## config.mk

```make
export PLATFORM = sky130hd
export DESIGN_NAME = stride_agen
export DESIGN_NICKNAME = d
export VERILOG_FILES = /design/src/rtl/stride_agen_pkg.sv /design/src/rtl/stride_agen_step.sv /design/src/rtl/stride_agen_block.sv /design/src/rtl/stride_agen_count.sv /design/src/rtl/stride_agen.sv
export SDC_FILE = /design/constraint.sdc
export NUM_CORES = 1
export LEC_CHECK = 0
export BUFFER_PORTS_ARGS = -buffer_cell sky130_fd_sc_hd__buf_2
export CAP_MARGIN = 15
export CORE_ASPECT_RATIO = 0.6
export CORE_UTILIZATION = 56
export CTS_CLUSTER_DIAMETER = 80
export DETAILED_ROUTE_END_ITERATION = 10
export GPL_ROUTABILITY_DRIVEN = 0
export PLACE_DENSITY = 0.75
export SLEW_MARGIN = 20
export SYNTH_ARGS = -nofsm -noshare
export SYNTH_HDL_FRONTEND = slang
export SYNTH_SLANG_ARGS = --single-unit
export TNS_END_PERCENT = 10
```

## constraint.sdc

```tcl
create_clock -name clk_i -period 13.63 [get_ports clk_i]
set_clock_uncertainty 0.2 [all_clocks]
set_input_delay 2.726 -clock clk_i [delete_from_list [all_inputs] [get_ports clk_i]]
set_output_delay 2.726 -clock clk_i [all_outputs]
set_load 0.01 [all_outputs]
```

## src/rtl/stride_agen_pkg.sv

```systemverilog
package stride_agen_pkg;

  localparam int unsigned FIELD_W = 14;

  typedef enum logic [1:0] {
    MV_INC  = 2'd0,
    MV_DEC  = 2'd1,
    MV_HOLD = 2'd2,
    MV_WRAP = 2'd3
  } move_e;

  // layout of the 32-bit control word, msb first
  typedef struct packed {
    logic [1:0]         size;
    move_e              move;
    logic [FIELD_W-1:0] blk;
    logic [FIELD_W-1:0] stride;
  } side_ctrl_t;

  function automatic logic [3:0] beat_bytes(input logic [1:0] code);
    return 4'd1 << code;
  endfunction

endpackage

```

## src/rtl/stride_agen_step.sv

```systemverilog
module stride_agen_step
  import stride_agen_pkg::*;
#(
  parameter int unsigned AW          = 32,
  parameter int unsigned BURST_BEATS = 4
) (
  input  logic [AW-1:0] addr_i,
  input  logic [1:0]    size_i,
  input  move_e         move_i,
  output logic [AW-1:0] next_o
);

  localparam int unsigned GRP_SHIFT = $clog2(BURST_BEATS);

  logic [AW-1:0] step;
  logic [AW-1:0] inc;
  logic [AW-1:0] wrap;

  assign step = AW'(beat_bytes(size_i));
  assign inc  = addr_i + step;

  generate
    if (GRP_SHIFT == 0) begin : g_no_group
      assign wrap = addr_i;
    end else begin : g_group
      logic [AW-1:0] grp_mask;
      assign grp_mask = (step << GRP_SHIFT) - AW'(1);
      assign wrap     = (addr_i & ~grp_mask) | (inc & grp_mask);
    end
  endgenerate

  always_comb begin
    unique case (move_i)
      MV_INC:  next_o = inc;
      MV_DEC:  next_o = addr_i - step;
      MV_HOLD: next_o = addr_i;
      default: next_o = wrap;
    endcase
  end

endmodule

```

## src/rtl/stride_agen_block.sv

```systemverilog
module stride_agen_block
  import stride_agen_pkg::*;
#(
  parameter int unsigned AW = 32
) (
  input  logic               clk_i,
  input  logic               rst_ni,
  input  logic               load_i,
  input  logic [AW-1:0]      base_i,
  input  logic               adv_i,
  input  logic [3:0]         bytes_i,
  input  logic               en_i,
  input  logic [FIELD_W-1:0] blk_i,
  input  logic [FIELD_W-1:0] stride_i,
  input  logic [AW-1:0]      lin_next_i,
  output logic [AW-1:0]      next_o
);

  logic [AW-1:0]    start_q;
  logic [FIELD_W:0] cnt_q;
  logic [FIELD_W:0] cnt_sum;
  logic             active;
  logic             jump;

  assign active  = en_i && (blk_i != '0);
  assign cnt_sum = cnt_q + (FIELD_W+1)'(bytes_i);
  assign jump    = active && (cnt_sum >= {1'b0, blk_i});
  assign next_o  = jump ? start_q + AW'(stride_i) : lin_next_i;

  always_ff @(posedge clk_i or negedge rst_ni) begin
    if (!rst_ni) begin
      start_q <= '0;
      cnt_q   <= '0;
    end else if (load_i) begin
      start_q <= base_i;
      cnt_q   <= '0;
    end else if (adv_i && active) begin
      if (jump) begin
        start_q <= next_o;
        cnt_q   <= '0;
      end else begin
        cnt_q <= cnt_sum;
      end
    end
  end

  // byte count inside a block never reaches the block size
  a_r7_cnt_in_block: assert property (@(posedge clk_i) disable iff (!rst_ni)
    active |-> (cnt_q < {1'b0, blk_i}));

  // a jump restarts the block from the address it jumped to
  a_r7_jump_restarts: assert property (@(posedge clk_i) disable iff (!rst_ni)
    (adv_i && jump && !load_i) |=> (cnt_q == '0) && (start_q == $past(next_o)));

endmodule

```

## src/rtl/stride_agen_count.sv

```systemverilog
module stride_agen_count #(
  parameter int unsigned CW = 22
) (
  input  logic          clk_i,
  input  logic          rst_ni,
  input  logic          load_i,
  input  logic [CW-1:0] total_i,
  input  logic          adv_i,
  input  logic [3:0]    bytes_i,
  output logic          last_o
);

  logic [CW-1:0] rem_q;

  assign last_o = rem_q <= CW'(bytes_i);

  always_ff @(posedge clk_i or negedge rst_ni) begin
    if (!rst_ni) begin
      rem_q <= '0;
    end else if (load_i) begin
      rem_q <= total_i;
    end else if (adv_i) begin
      rem_q <= last_o ? '0 : rem_q - CW'(bytes_i);
    end
  end

  // every accepted non-final beat shrinks the remaining count
  a_r9_rem_shrinks: assert property (@(posedge clk_i) disable iff (!rst_ni)
    (adv_i && !last_o && !load_i) |=> (rem_q < $past(rem_q)));

endmodule

```

## src/rtl/stride_agen.sv

```systemverilog
module stride_agen
  import stride_agen_pkg::*;
#(
  parameter int unsigned AW          = 32,
  parameter int unsigned CW          = 22,
  parameter int unsigned BURST_BEATS = 4
) (
  input  logic          clk_i,
  input  logic          rst_ni,
  input  logic          start_i,
  input  logic [AW-1:0] base_i,
  input  logic [31:0]   ctrl_i,
  input  logic          stride_en_i,
  input  logic [CW-1:0] total_i,
  input  logic          ready_i,
  output logic          valid_o,
  output logic [AW-1:0] addr_o,
  output logic [1:0]    size_o,
  output logic          last_o,
  output logic          done_o
);

  side_ctrl_t    cfg_q;
  logic          sen_q;
  logic          busy_q;
  logic          done_q;
  logic [AW-1:0] addr_q;
  logic [AW-1:0] lin_next;
  logic [AW-1:0] next_addr;
  logic [3:0]    bytes;
  logic          load;
  logic          adv;
  logic          cnt_last;

  assign load  = start_i && !busy_q;
  assign adv   = busy_q && ready_i;
  assign bytes = beat_bytes(cfg_q.size);

  stride_agen_step #(.AW(AW), .BURST_BEATS(BURST_BEATS)) u_step (
    .addr_i (addr_q),
    .size_i (cfg_q.size),
    .move_i (cfg_q.move),
    .next_o (lin_next)
  );

  stride_agen_block #(.AW(AW)) u_block (
    .clk_i      (clk_i),
    .rst_ni     (rst_ni),
    .load_i     (load),
    .base_i     (base_i),
    .adv_i      (adv),
    .bytes_i    (bytes),
    .en_i       (sen_q),
    .blk_i      (cfg_q.blk),
    .stride_i   (cfg_q.stride),
    .lin_next_i (lin_next),
    .next_o     (next_addr)
  );

  stride_agen_count #(.CW(CW)) u_count (
    .clk_i   (clk_i),
    .rst_ni  (rst_ni),
    .load_i  (load),
    .total_i (total_i),
    .adv_i   (adv),
    .bytes_i (bytes),
    .last_o  (cnt_last)
  );

  always_ff @(posedge clk_i or negedge rst_ni) begin
    if (!rst_ni) begin
      cfg_q  <= side_ctrl_t'(32'd0);
      sen_q  <= 1'b0;
      busy_q <= 1'b0;
      done_q <= 1'b0;
      addr_q <= '0;
    end else if (load) begin
      cfg_q  <= side_ctrl_t'(ctrl_i);
      sen_q  <= stride_en_i;
      addr_q <= base_i;
      busy_q <= (total_i != '0);
      done_q <= (total_i == '0);
    end else begin
      done_q <= adv && cnt_last;
      if (adv) begin
        addr_q <= next_addr;
        if (cnt_last) busy_q <= 1'b0;
      end
    end
  end

  assign valid_o = busy_q;
  assign addr_o  = addr_q;
  assign size_o  = cfg_q.size;
  assign last_o  = busy_q && cnt_last;
  assign done_o  = done_q;

  a_r9_last_needs_valid: assert property (@(posedge clk_i) disable iff (!rst_ni)
    last_o |-> valid_o);

  a_r10_hold_on_stall: assert property (@(posedge clk_i) disable iff (!rst_ni)
    (valid_o && !ready_i) |=> valid_o && $stable(addr_o) && $stable(last_o));

  a_r2_run_persists: assert property (@(posedge clk_i) disable iff (!rst_ni)
    (valid_o && !(ready_i && last_o)) |=> valid_o);

  a_r5_hold_addr: assert property (@(posedge clk_i) disable iff (!rst_ni)
    (valid_o && ready_i && !last_o && !sen_q && cfg_q.move == MV_HOLD)
      |=> addr_o == $past(addr_o));

  a_r4_dec_step: assert property (@(posedge clk_i) disable iff (!rst_ni)
    (valid_o && ready_i && !last_o && !sen_q && cfg_q.move == MV_DEC)
      |=> addr_o == $past(addr_o) - AW'($past(bytes)));

  a_r11_done_when_idle: assert property (@(posedge clk_i) disable iff (!rst_ni)
    done_o |-> !valid_o);

endmodule

```

==> results by group <==
Run status
  – Status: finished clean

Synth
  – Average cell area after synthesis: just over 8 µm²
  – Synth top area share: 34.8%
  – Commonest cells post-synth: nand2_1 (162), dfrtp_1 (136), o21ai_0 (92), nor2_1 (75), a21oi_1 (70)
  – Post-synthesis compound-gate area fraction: between 20% and 30%
  – Mux cell area share after synthesis: 1.15%
  – Mapped cell area: 9770 µm²
  – Synth Warn #: 0
  – Ys async rst share: 100%
  – Simple-gate share of the synthesized area: between 20% and 30%
  – Top-count cell post-synth: nand2_1
  – Synth cell types: between 80 and 90
  – Register area share after synthesis: 34.8%
  – Largest family of logic cells by synthesized area: compound AO/OA/AOI/OAI gates
  – Gate Count Post-Synth: 1177
  – Largest cells by area after synthesis: dfrtp_1 (35%), nand2_1 (6.2%), ha_1 (5.2%)
  – Yosys reg bits: approximately 140
  – Adder-cell share of the synthesized area: under 10%
  – Yosys top cell by area: dfrtp_1
  – Syn_nets: 1311
  – Xor/xnor share of the synthesized area: approximately 6%
  – Top FF cell, synth: dfrtp_1
  – Post-synth EDFFs: 0

Finish
  – Layout cells sized above 1: around 16%
  – Area grow syn2layout: 13.5%
  – N_diodes: 0
  – Fin nets: between 1000 and 1500
  – Layout Cells excl Fill: between 1500 and 2000

CTS
  – Root Driver: clkbuf_16
  – H-Tree Depth: 4
  – Clk slew on worst S/H paths: ~0.060 ns
  – Total CTS buffers: 17
  – Post CTS Setup Buffer Count: 0
  – Clock Latency Late Sink: 0.44 ns
  – CTS sink cnt: approximately 140
  – Clock Path Buffers: 2
  – Hold buffers post-CTS: 0
  – Post-CTS resize count: 0
  – CTS tree: yes

Pwr
  – Sw Pwr: about 1.2 mW
  – Overall Power: about 2.6 mW
  – Internal power: approximately 1.4 mW
  – Combinational group share of total power: 51.4%
  – Leak: around 5 nW
  – Power per cell area: 236 nW/µm²
  – Sw Share: 47.5%
  – Clock power share: 17.9%
  – Seq pwr share: a little under a third
  – Maximum vdd ir drop: between 0.1 and 0.15 mV

STA
  – Final hold viol count: 0
  – # setup viols final: 0
  – FMAX: between 0.15 and 0.2 GHz
  – Worst setup margin: approximately 7.6 ns
  – Final Critical Period: approximately 6.0 ns
  – Final hold slack: 0.292 ns
  – Sum Neg Setup Slack: 0 ns
  – Worst slew margin: 32.7%
  – Pins Over Slew Limit: 0
  – Fin crit share: roughly 44%
  – RSZ-0062 raised after global routing: no
  – Worst Tran Pin Value: 1.01 ns

Worst setup path
  – CP endpoint kind: primary output
  – Startpoint Class: flop
  – Arrival time worst endpoint: between 3 and 4 ns
  – Critical path peak fanout: 13
  – WP data required: between 10 and 15 ns
  – Worst setup path category: reg -> out

Detailed routing
  – Routed vias/inst: around 6.6
  – DR DRC count: 0
  – Total vias in the final route: 9893
  – DR iter-0 viols: about 1300
  – WL/cell: roughly 21 µm
  – Pre-Repair DR Iteration Count: 8
  – Final wirelength: 31200 µm
  – Routed Antenna Nets: 0

GRT
  – First-pass GRT wire length: between 40000 and 50000 µm
  – Tot GR Track Use: between 30% and 40%
  – Layer with the highest usage: met1
  – Met2 track demand over resource: 47.0%
  – Largest net degree at the start of global routing: 90
  – Vias in the first global route: 8868
  – Overflow after GRT: 0
  – Initial antenna violation count: 0
  – GR Util met3: 8.81%
  – Grt met1 use: between 50% and 60%

Min path
  – Min-delay worst type: reg -> reg

Floorplan
  – Die Height: about 100 µm
  – Starting Density: approximately three fifths
  – DIE AREA: ~18000 µm²
  – Num ports: ~130
  – Rows: 36
  – Width of the die: 173 µm
  – Core area: roughly 17000 µm²

Placement
  – DP Cell Count: 1472
  – PortBufs: ~130
  – Place WS: between 8 and 9 ns
  – Hpwl dp: between 20000 and 25000 µm

Flow run
  – Max-capacitance violation count: 0
-- routing by layer --
layer  wire length [µm]  share of wire [%]  vias up
met5                  0                  0        -
met4                473                1.5        0
met3               3760                 12       48
met2              12700                 41      638
met1              14300                 46     4689
li1                   -                  -     4518
-- critical path: stages (launching register included) --
cell and delay, ns:
dfrtp_1 0.52, nor2_1 0.33, ha_1 0.20, inv_1 0.06, ha_1 0.22, o21ai_0 0.16, nand2_1 0.10, a31oi_1 0.36
a31o_2 0.18, and3_1 0.24, and2_1 0.15, buf_2 0.13
-- power by group through the flow --
stage / registers [mW] / logic (mW) / clock network, mW
floorplan: 0.703 / 1.02 / 0
global placement: 0.792 / 1.27 / 0
detailed placement: 0.796 / 1.30 / 0
CTS: 0.793 / 1.31 / 0.470
global route: 0.828 / 1.47 / 0.484
finish: 0.804 / 1.34 / 0.467
-- worst paths after layout --
kind	start	to	slack (ns)	cells past startpoint
setup / recovery	size_o[1]	last_o	7.60	11
hold reg to reg	cfg_q[12]	cfg_q[12]	0.29	2
hold / removal	cfg_q[12]	cfg_q[12]	0.29	2
setup reg to reg	size_o[1]	u_block.start_q[24]	8.10	20
min in group asynchronous	rst_ni	u_block.cnt_q[11]	2.17	1
max in group asynchronous	rst_ni	u_block.start_q[12]	9.91	2
-- state kept, by name, indices dropped and copies added (netlist names) --
register	cells
cfg_q	30
done_o	1
valid_o	1
u_block.start_q	32
sen_q	1
u_count.rem_q	22
addr_o	32
size_o	2
u_block.cnt_q	15
-- final cells by class --
class                      count  area (µm²)
multi-input combinational    926        5930
fill                        1416        5530
sequential                   136        3400
timing repair buffer         139         732
clock buffer                  17         425
tap                          228         285
inverter                      43         161
clock inverter                15         155
-- through the flow --
| step | util, % | area (µm²) |
|---|---|---|
| 5_1_grt | 66.8 | 11100 |
| 3_3_place_gp | 63.3 | 10500 |
| 4_1_cts | 66.8 | 11100 |
| 6_report | 66.8 | 11100 |
| 3_5_place_dp | 63.3 | 10500 |
| 2_1_floorplan | - | 9770 |
-- logic make-up (layout without fill, tap and decap cells) --
logic type	count (synthesis)	count (layout)
buffers and inverters	115	214
flip-flops	136	136
adder cells (fa/ha/maj)	45	45
AND/OR/NAND/NOR	442	442
multiplexers	11	11
XOR/XNOR	66	66
AO/OA/AOI/OAI	362	362
-- placed cells by master (no fill, tap or decap), types with 16 or more instances in the layout --
master,instances
and3_1,20
a21oi_1,70
nor3_1,29
ha_1,41
xnor2_1,42
nand4_1,19
nand3_1,35
nor2_1,74
xor2_1,24
clkbuf_16,17
inv_1,41
nand2_1,162
o22ai_1,19
o21ai_0,92
a22oi_1,16
dfrtp_1,136
buf_2,126
nor4_1,18
(Power assumes the default switching activity.)
